$ cat src/rtl/crc_cfg_pkg.sv
package crc_cfg_pkg;

    localparam int BYTE_W = 8;
    localparam int CRC_W  = 16;
    localparam int CRC5_W = 5;
    localparam int SEL_W  = 3;

    localparam logic [CRC_W-1:0]  POLY16_REFL = 16'h8408;
    localparam logic [CRC5_W-1:0] POLY5       = 5'h09;
    localparam logic [CRC_W-1:0]  RESIDUE_INV = 16'hF0B8;
    localparam logic [CRC_W-1:0]  RESIDUE_STD = 16'h0000;

    typedef struct packed {
        logic [SEL_W-1:0] sel;
        logic [CRC_W-1:0] pval;
        logic             crc5;
        logic             skip;
        logic             inv;
        logic             en;
    } crc_cfg_t;

    function automatic logic [CRC_W-1:0] crc_preset(input crc_cfg_t c);
        logic [CRC_W-1:0] p;
        case (c.sel)
            3'd0:    p = 16'h0000;
            3'd1:    p = 16'h6363;
            3'd2:    p = 16'hA671;
            3'd3:    p = 16'hFFFF;
            3'd4:    p = 16'h0012;
            3'd5:    p = 16'hE012;
            3'd7:    p = c.pval;
            default: p = 16'h0000;
        endcase
        if (c.crc5) begin
            p = {{(CRC_W-CRC5_W){1'b0}}, p[CRC5_W-1:0]};
        end
        return p;
    endfunction

    function automatic logic [CRC_W-1:0] step16(input logic [CRC_W-1:0] c,
                                                input logic [BYTE_W-1:0] d);
        logic [CRC_W-1:0] r;
        logic fb;
        r = c;
        for (int i = 0; i < BYTE_W; i++) begin
            fb = r[0] ^ d[i];
            r  = r >> 1;
            if (fb) r = r ^ POLY16_REFL;
        end
        return r;
    endfunction

    function automatic logic [CRC5_W-1:0] step5(input logic [CRC5_W-1:0] c,
                                                input logic [BYTE_W-1:0] d);
        logic [CRC5_W-1:0] r;
        logic fb;
        r = c;
        for (int i = BYTE_W-1; i >= 0; i--) begin
            fb = r[CRC5_W-1] ^ d[i];
            r  = {r[CRC5_W-2:0], 1'b0};
            if (fb) r = r ^ POLY5;
        end
        return r;
    endfunction

    function automatic logic [CRC_W-1:0] crc_step_byte(input logic [CRC_W-1:0] c,
                                                       input logic is5,
                                                       input logic [BYTE_W-1:0] d);
        if (is5) return {{(CRC_W-CRC5_W){1'b0}}, step5(c[CRC5_W-1:0], d)};
        return step16(c, d);
    endfunction

endpackage

$ cat src/rtl/crc_frame_cfg.sv
module crc_frame_cfg
    import crc_cfg_pkg::*;
(
    input  logic     clk,
    input  logic     rst_n,
    input  logic     take,
    input  crc_cfg_t cfg_live,
    output crc_cfg_t cfg_eff
);

    crc_cfg_t held_d, held_q;

    always_comb begin
        held_d  = held_q;
        if (take) held_d = cfg_live;
        cfg_eff = take ? cfg_live : held_q;
    end

    always_ff @(posedge clk or negedge rst_n) begin
        if (!rst_n) held_q <= '0;
        else        held_q <= held_d;
    end

endmodule

$ cat src/rtl/crc_tx_path.sv
module crc_tx_path
    import crc_cfg_pkg::*;
(
    input  logic              clk,
    input  logic              rst_n,
    input  crc_cfg_t          cfg_live,
    input  logic              tx_valid,
    input  logic [BYTE_W-1:0] tx_data,
    input  logic              tx_sof,
    input  logic              tx_eof,
    output logic              tx_out_valid,
    output logic [BYTE_W-1:0] tx_out_data,
    output logic              tx_out_last
);

    typedef enum logic [1:0] {TX_IDLE, TX_APP_LO, TX_APP_HI} tx_phase_e;

    typedef struct packed {
        tx_phase_e         ph;
        logic [CRC_W-1:0]  crc;
        logic [CRC_W-1:0]  fcs;
        logic              fcs5;
        logic              ov;
        logic [BYTE_W-1:0] od;
        logic              ol;
    } tx_state_t;

    tx_state_t st_d, st_q;
    crc_cfg_t  eff;
    logic      accept;
    logic [CRC_W-1:0] base, upd;

    assign accept = tx_valid && (st_q.ph == TX_IDLE);

    crc_frame_cfg u_cfg (
        .clk      (clk),
        .rst_n    (rst_n),
        .take     (accept && tx_sof),
        .cfg_live (cfg_live),
        .cfg_eff  (eff)
    );

    always_comb begin
        st_d    = st_q;
        st_d.ov = 1'b0;
        st_d.ol = 1'b0;
        base    = tx_sof ? crc_preset(eff) : st_q.crc;
        upd     = (tx_sof && eff.skip) ? base : crc_step_byte(base, eff.crc5, tx_data);
        case (st_q.ph)
            TX_IDLE: begin
                if (accept) begin
                    st_d.ov  = 1'b1;
                    st_d.od  = tx_data;
                    st_d.crc = upd;
                    if (tx_eof) begin
                        if (eff.en) begin
                            st_d.ph   = TX_APP_LO;
                            st_d.fcs  = eff.inv ? ~upd : upd;
                            st_d.fcs5 = eff.crc5;
                        end else begin
                            st_d.ol = 1'b1;
                        end
                    end
                end
            end
            TX_APP_LO: begin
                st_d.ov = 1'b1;
                if (st_q.fcs5) begin
                    st_d.od = {{(BYTE_W-CRC5_W){1'b0}}, st_q.fcs[CRC5_W-1:0]};
                    st_d.ol = 1'b1;
                    st_d.ph = TX_IDLE;
                end else begin
                    st_d.od = st_q.fcs[BYTE_W-1:0];
                    st_d.ph = TX_APP_HI;
                end
            end
            TX_APP_HI: begin
                st_d.ov = 1'b1;
                st_d.od = st_q.fcs[CRC_W-1:BYTE_W];
                st_d.ol = 1'b1;
                st_d.ph = TX_IDLE;
            end
            default: st_d.ph = TX_IDLE;
        endcase
    end

    always_ff @(posedge clk or negedge rst_n) begin
        if (!rst_n) st_q <= '0;
        else        st_q <= st_d;
    end

    assign tx_out_valid = st_q.ov;
    assign tx_out_data  = st_q.od;
    assign tx_out_last  = st_q.ol;

    // accepted byte reappears unchanged one cycle later
    p_pass_latency_r2: assert property (@(posedge clk) disable iff (!rst_n)
        accept |=> (tx_out_valid && tx_out_data == $past(tx_data)));

    // with appending off, the end byte closes the frame
    p_no_append_r8: assert property (@(posedge clk) disable iff (!rst_n)
        (accept && tx_eof && !eff.en) |=> tx_out_last);

    // the last marker only ever rides on a valid byte
    p_last_valid_r3: assert property (@(posedge clk) disable iff (!rst_n)
        tx_out_last |-> tx_out_valid);

endmodule

$ cat src/rtl/crc_rx_path.sv
module crc_rx_path
    import crc_cfg_pkg::*;
(
    input  logic              clk,
    input  logic              rst_n,
    input  crc_cfg_t          cfg_live,
    input  logic              rx_valid,
    input  logic [BYTE_W-1:0] rx_data,
    input  logic              rx_sof,
    input  logic              rx_eof,
    output logic              rx_crc_ok,
    output logic              rx_crc_err
);

    typedef struct packed {
        logic [CRC_W-1:0] crc;
        logic             ok;
        logic             err;
    } rx_state_t;

    rx_state_t st_d, st_q;
    crc_cfg_t  eff;
    logic [CRC_W-1:0]  base, upd;
    logic [CRC5_W-1:0] exp5;
    logic              match;

    crc_frame_cfg u_cfg (
        .clk      (clk),
        .rst_n    (rst_n),
        .take     (rx_valid && rx_sof),
        .cfg_live (cfg_live),
        .cfg_eff  (eff)
    );

    always_comb begin
        st_d     = st_q;
        st_d.ok  = 1'b0;
        st_d.err = 1'b0;
        base     = rx_sof ? crc_preset(eff) : st_q.crc;
        upd      = (rx_sof && eff.skip) ? base : crc_step_byte(base, eff.crc5, rx_data);
        exp5     = eff.inv ? ~base[CRC5_W-1:0] : base[CRC5_W-1:0];
        if (eff.crc5) match = (rx_data[CRC5_W-1:0] == exp5);
        else          match = (upd == (eff.inv ? RESIDUE_INV : RESIDUE_STD));
        if (rx_valid) begin
            st_d.crc = upd;
            if (rx_eof && eff.en) begin
                st_d.ok  = match;
                st_d.err = !match;
            end
        end
    end

    always_ff @(posedge clk or negedge rst_n) begin
        if (!rst_n) st_q <= '0;
        else        st_q <= st_d;
    end

    assign rx_crc_ok  = st_q.ok;
    assign rx_crc_err = st_q.err;

    // a verdict only follows an end-of-frame byte
    p_strobe_after_eof_r10: assert property (@(posedge clk) disable iff (!rst_n)
        (rx_crc_ok || rx_crc_err) |-> $past(rx_valid && rx_eof));

    // pass and fail never together
    p_strobe_excl_r10: assert property (@(posedge clk) disable iff (!rst_n)
        $onehot0({rx_crc_ok, rx_crc_err}));

    // checking disabled gives no verdict
    p_rx_off_r12: assert property (@(posedge clk) disable iff (!rst_n)
        (rx_valid && rx_eof && !eff.en) |=> !(rx_crc_ok || rx_crc_err));

endmodule

$ cat src/rtl/crc_frame_engine.sv
module crc_frame_engine
    import crc_cfg_pkg::*;
(
    input  logic              clk,
    input  logic              rst_n,
    input  logic [SEL_W-1:0]  cfg_preset_sel,
    input  logic [CRC_W-1:0]  cfg_preset_val,
    input  logic              cfg_crc5,
    input  logic              cfg_skip_first,
    input  logic              tx_crc_en,
    input  logic              tx_crc_inv,
    input  logic              rx_crc_en,
    input  logic              rx_crc_inv,
    input  logic              tx_valid,
    input  logic [BYTE_W-1:0] tx_data,
    input  logic              tx_sof,
    input  logic              tx_eof,
    output logic              tx_out_valid,
    output logic [BYTE_W-1:0] tx_out_data,
    output logic              tx_out_last,
    input  logic              rx_valid,
    input  logic [BYTE_W-1:0] rx_data,
    input  logic              rx_sof,
    input  logic              rx_eof,
    output logic              rx_crc_ok,
    output logic              rx_crc_err
);

    crc_cfg_t tx_cfg, rx_cfg;

    assign tx_cfg = '{sel: cfg_preset_sel, pval: cfg_preset_val, crc5: cfg_crc5,
                      skip: cfg_skip_first, inv: tx_crc_inv, en: tx_crc_en};
    assign rx_cfg = '{sel: cfg_preset_sel, pval: cfg_preset_val, crc5: cfg_crc5,
                      skip: cfg_skip_first, inv: rx_crc_inv, en: rx_crc_en};

    crc_tx_path u_tx (
        .clk          (clk),
        .rst_n        (rst_n),
        .cfg_live     (tx_cfg),
        .tx_valid     (tx_valid),
        .tx_data      (tx_data),
        .tx_sof       (tx_sof),
        .tx_eof       (tx_eof),
        .tx_out_valid (tx_out_valid),
        .tx_out_data  (tx_out_data),
        .tx_out_last  (tx_out_last)
    );

    crc_rx_path u_rx (
        .clk        (clk),
        .rst_n      (rst_n),
        .cfg_live   (rx_cfg),
        .rx_valid   (rx_valid),
        .rx_data    (rx_data),
        .rx_sof     (rx_sof),
        .rx_eof     (rx_eof),
        .rx_crc_ok  (rx_crc_ok),
        .rx_crc_err (rx_crc_err)
    );

endmodule

$ cat config.mk
export PLATFORM = sky130hd
export DESIGN_NAME = crc_frame_engine
export DESIGN_NICKNAME = d
export VERILOG_FILES = /design/src/rtl/crc_cfg_pkg.sv /design/src/rtl/crc_frame_cfg.sv /design/src/rtl/crc_tx_path.sv /design/src/rtl/crc_rx_path.sv /design/src/rtl/crc_frame_engine.sv
export SDC_FILE = /design/constraint.sdc
export NUM_CORES = 1
export LEC_CHECK = 0
export ABC_AREA = 1
export BUFFER_PORTS_ARGS = -buffer_cell sky130_fd_sc_hd__clkbuf_2
export CORE_MARGIN = 3
export CORE_UTILIZATION = 45
export CTS_CLUSTER_DIAMETER = 120
export DETAILED_ROUTE_END_ITERATION = 10
export HOLD_SLACK_MARGIN = 0.08
export PLACE_DENSITY = 0.64
export SETUP_SLACK_MARGIN = 0.5
export SYNTH_ARGS = -nofsm -noshare
export SYNTH_HDL_FRONTEND = slang
export SYNTH_HIERARCHICAL = 1
export SYNTH_SLANG_ARGS = --single-unit
$ cat constraint.sdc
create_clock -name clk -period 8.15 [get_ports clk]
set_input_delay 0.815 -clock clk [delete_from_list [all_inputs] [get_ports clk]]
set_output_delay 0.815 -clock clk [all_outputs]
set_load 0.1 [all_outputs]
Word level (Yosys, flattened, before mapping)
Index checks and enable logic that the tools add are counted.
{ "word_totals": {"in_bits": 49, "output_inout_bits": 12, "wordCells": 214, "latch_bits": 0, "ram_bits": 0, "reg_bits": 109, "rom_bits": 0, "n_memories": 0} }
{ "op_classes": {"bitwise": 66, "shifts": 0, "magnitude_cmp": 0, "n_eq_ne": 19, "addsub": 0, "multipliers": 0, "mux": 94, "reduce_logical": 13, "div": 0} }
{ "ops": {"columns": ["operator", "n"], "rows": [
  ["16-bit 2-to-1 mux", 42],
  ["16-bit case mux with 6 select lines", 2],
  ["5-bit 2-to-1 mux", 15],
  ["4-bit 2-to-1 mux", 16],
  ["2-bit NOT with 3-bit output", 16],
  ["23-bit 2-to-1 mux", 2],
  ["45-bit 2-to-1 mux", 1],
  ["17-bit 2-to-1 mux", 2],
  ["2-bit NOT", 16],
  ["1-bit bitwise XOR", 32],
  ["10-bit case mux with 3 select lines", 1],
  ["3-bit equality test, second input constant", 6],
  ["16-bit equality test", 1],
  ["16-bit NOT", 1],
  ["3-bit by 2-bit equality test with 1-bit output, second input constant", 4],
  ["2-bit 2-to-1 mux", 5],
  ["8-bit 2-to-1 mux", 1],
  ["3-bit by 1-bit equality test with 1-bit output, second input constant", 2],
  ["1-bit logical AND", 6],
  ["1-bit 2-to-1 mux", 6],
  ["5-bit equality test", 1],
  ["5-bit NOT", 1],
  ["2-bit inequality test, second input constant", 2],
  ["2-bit case mux with 2 select lines", 1],
  ["other kinds (9)", 10]
]} }

Longest topological paths before layout
{ "logic_depth": {"word_depth": 40, "depth_mapped": 30, "depth_no_buf": 27} }

Hierarchy
The synthesis kept the hierarchy.
{ "modules_own_cells": {"columns": ["module", "seq_area_each_um2", "area_each_um2", "n_inst", "cells_per_inst"], "rows": [
  ["crc_tx_path", 1126.1, 3470.8, 1, 503],
  ["crc_rx_path", 450.4, 2292.2, 1, 388],
  ["crc_frame_cfg", 575.6, 875.8, 2, 97]
]} }

Least setup slack after synthesis
No wires, ideal clock.
{ "synth_timing": {"path_kind": "input to register", "from": "in tx_valid", "to": "reg u_tx/st_q[12] in the netlist's numbering", "required_ns": 8.034, "path_buffers": 4, "stages": 24, "setup_slack_ns": 4.572, "setup_ns": 0.116, "arrival_ns": 3.462, "cell_sequence": "nand2_1 clkbuf_1 clkbuf_1 nor2_1 buf_4 nand2_1 nand2_1 buf_4 a21oi_4 nand2_2 nand2_2 xor2_2 xor2_1 or2_2 nand2_2 nand2_2 nand3_2 nand2_2 inv_2 nand2_2 nand2_1 nand2_1 nand2_1 nand2_1"} }
{ "synth_rtl": {"columns": ["element", "line", "source"], "rows": [
  ["start: declaration", "crc_frame_engine.sv:14", "input logic tx_valid,"],
  ["end signal: assignment", "crc_tx_path.sv:89", "else st_q <= st_d;"],
  ["end: declaration", "crc_tx_path.sv:28", "tx_state_t st_d, st_q;"]
]} }

==> out/summary.txt <==
sw frac - 0.508
worst-path cell chain - clkbuf_2 > nand2_1 > inv_1 > inv_2 > nand2_1 > nand2_1 > nand2_1 > inv_1 > nor2_1 > nand3_1 > nand2_1 > nand3_1 > a21oi_1 > nand3_1 > nor2_2 > nand3_2 > nand2_1 > nor2_1
Max Cap Viol - 0
fin. max-slew vios - 0
most used cell, CP - nand2_1
critical path's slowest cell - nor2_1
Startpoint Class - input port
vias in the first global route - 6,332
Worst-Margin Slew - 1.06 ns
register area share after synthesis - 0.363
routed vias - 7,010
status - finished, final reports clean
1st-pass router iterations - 6
All-Layer GR Usage - 0.239
grt ovf - 0
Synth async-reset ratio - 1.00
CTS Hold Bufs - 0
Seq pwr share - 0.274
achievable clock frequency - 223 MHz
Final min period - 4.49 ns
YS warnings - 6
Starting Density - 0.466
EDFF count, synth - 0
# setup viols final - 0
Clock Latency Late Sink - 0.35 ns
Synth area leaders - dfrtp_1, nand2_1, nand3_1
Net Switching - 0.00151 W
post-synth top area cell - dfrtp_1
Yosys top cell area share - 0.363
final WL - 21,700 µm
Gate power share - 0.570
Synth cell types - 48
Worst Hold Class - in -> async
core area - 16,100 µm²
setup_tns - 0 ns
critical path class - in -> reg
CTS resizes - 0
reg2reg path depth - 25
Root Driver - clkbuf_16
Area growth syn-to-layout - 8.62%
DRT antenna net count - 0
LEAKAGE - 4.32 nW
Die X - 135 µm
CP max FO - 24
# DRC - 0
clk sinks - 109
Ant. Diodes - 0
first-pass GRT wire length - 34,100 µm
Main synth FF type - dfrtp_1
RSZ-0062 raised after global routing - no
Nets - 1,173
First DRT Iteration DRCs - 552
GPL Wtd Cong - 0.957
TritonCTS clock tree - yes
pwr dens - 363 nW/µm²
Seq cells post-synth - 109
PortBufs - 60
Mapped Area - 7510 µm²
# IOs - 61
Die Area - 18,300 µm²
Post-DP HPWL - 17,000 µm
crit end category - flip-flop
final period utilization - 0.551
critical path arrival - 4.72 ns
postcts setup bufs - 0
Clock Skew - 0.0147 ns
Mapped Nets - 1,138
Syn Area/Cell - 6.93 µm²
Largest stage delay, worst path - 0.74 ns
Clock Path Buffers - 2
wire length per cell - 16.2 µm
most common cell after layout, fill and taps aside - nand2_1
share of cells above drive strength 1 - 0.166
clock-pin slew on the worst setup and hold paths - 0.08 ns
commonest non-fill, non-tap cells in the layout - nand2_1, nand3_1, dfrtp_1, inv_1, clkbuf_2
internal power - 0.00146 W
die extent in y - 135 µm
initial antenna violation count - 0
Via density - 5.23
row count - 46
relative slew slack - 0.295
final hold vios - 0
CTS buffer count - 9
Clk pwr share - 0.156
worst vdd ir - 0.229 mV
post-layout util - 0.507
H-tree levels - 3
largest net degree at the start of global routing - 72
Mapped Cells - 1,085
CP required - 8.38 ns
==> cell type report <==
| cell class | count | area, µm² |
|---|---|---|
| fill | 1647 | 7950 |
| inverter | 115 | 434 |
| sequential | 109 | 2730 |
| multi-input combinational | 821 | 4080 |
| clock buffer | 9 | 225 |
| tap | 216 | 270 |
| timing repair buffer | 64 | 333 |
| clock inverter | 7 | 91.3 |
==> per-stage QoR <==
step | hold WS, ns | instances | setup WS [ns] | cell area, µm² | power [W]
finish | 0.435 | 1341 | 3.66 | 8160 | 0.00296
CTS | 0.446 | 1341 | 3.76 | 8160 | 0.00296
global placement | 0.454 | 1325 | 3.39 | 7850 | 0.00248
global route | 0.474 | 1341 | 3.26 | 8160 | 0.00319
floorplan | 0.433 | 1085 | 4.57 | 7510 | 0.00214
detailed placement | 0.460 | 1325 | 3.41 | 7850 | 0.00249
==> critical path, delay by kind of cell <==
family / cells / cell delay (ns)
compound gates: 1 / 0.23
buf+inv: 4 / 1.49
simple gates: 13 / 2.15
==> cell families (layout without fill, tap and decap cells) <==
kind of cell / Yosys count / after routing / synth area share
adder cells (fa/ha/maj): 4 / 4 / 0.00666
buffers and inverters: 155 / 195 / 0.0939
AO/OA/AOI/OAI: 124 / 124 / 0.0982
AND/OR/NAND/NOR: 670 / 670 / 0.403
XOR/XNOR: 23 / 23 / 0.0353
flip-flops: 109 / 109 / 0.363
==> synth_stat cells (all sizes together) (3+ instances only) <==
master	count
xor2	20
nand3b	4
a221oi	3
o211ai	3
a21oi	29
dfrtp	109
a31oi	3
nand4	5
o21ai	65
inv	112
clkinv	3
nand2	455
a41oi	3
or2	5
buf	30
nand3	140
nor3	5
xnor2	3
clkbuf	10
o22ai	10
nor2	55
ha	4
==> final timing paths <==
check / slack (ns) / end / from
max in group asynchronous: 6.44 / u_rx/u_cfg/held_q[1] / rst_n
min in group clk: 0.47 / u_tx/u_cfg/held_q[7] / u_tx/u_cfg/held_q[7]
hold / removal: 0.43 / u_tx/st_q[19] / rst_n
hold reg to reg: 0.47 / u_tx/u_cfg/held_q[7] / u_tx/u_cfg/held_q[7]
setup / recovery: 3.66 / u_rx/rx_crc_err / rx_valid
setup reg to reg: 3.86 / u_tx/st_q[14] / u_tx/st_q[43]
==> power by group through the flow <==
stage / Sequential, W / Combinational (W) / Clock [W]
CTS: 0.000811 / 0.00167 / 0.000476
floorplan: 0.000834 / 0.00131 / 0
global placement: 0.000816 / 0.00166 / 0
finish: 0.000811 / 0.00169 / 0.000463
global route: 0.000832 / 0.00187 / 0.000493
detailed placement: 0.000819 / 0.00167 / 0
==> registers in the layout, summed over array words and instances, names as in the netlist <==
| signal | count |
|---|---|
| u_rx/rx_crc_ok | 1 |
| u_rx/st_q | 16 |
| u_tx/u_cfg/held_q | 23 |
| u_rx/u_cfg/held_q | 23 |
| u_rx/rx_crc_err | 1 |
| u_tx/tx_out_data | 8 |
| u_tx/tx_out_valid | 1 |
| u_tx/tx_out_last | 1 |
| u_tx/st_q | 35 |
==> per-layer routing <==
layer  track usage  up-vias  wire length (µm)
met4        0.0588        0               422
met5             0        -                 0
met3        0.0386       27              1430
met1         0.363     3229             10500
li1              -     3520                 -
met2         0.356      234              9360
Note: power is estimated with default switching activity, not from simulation.
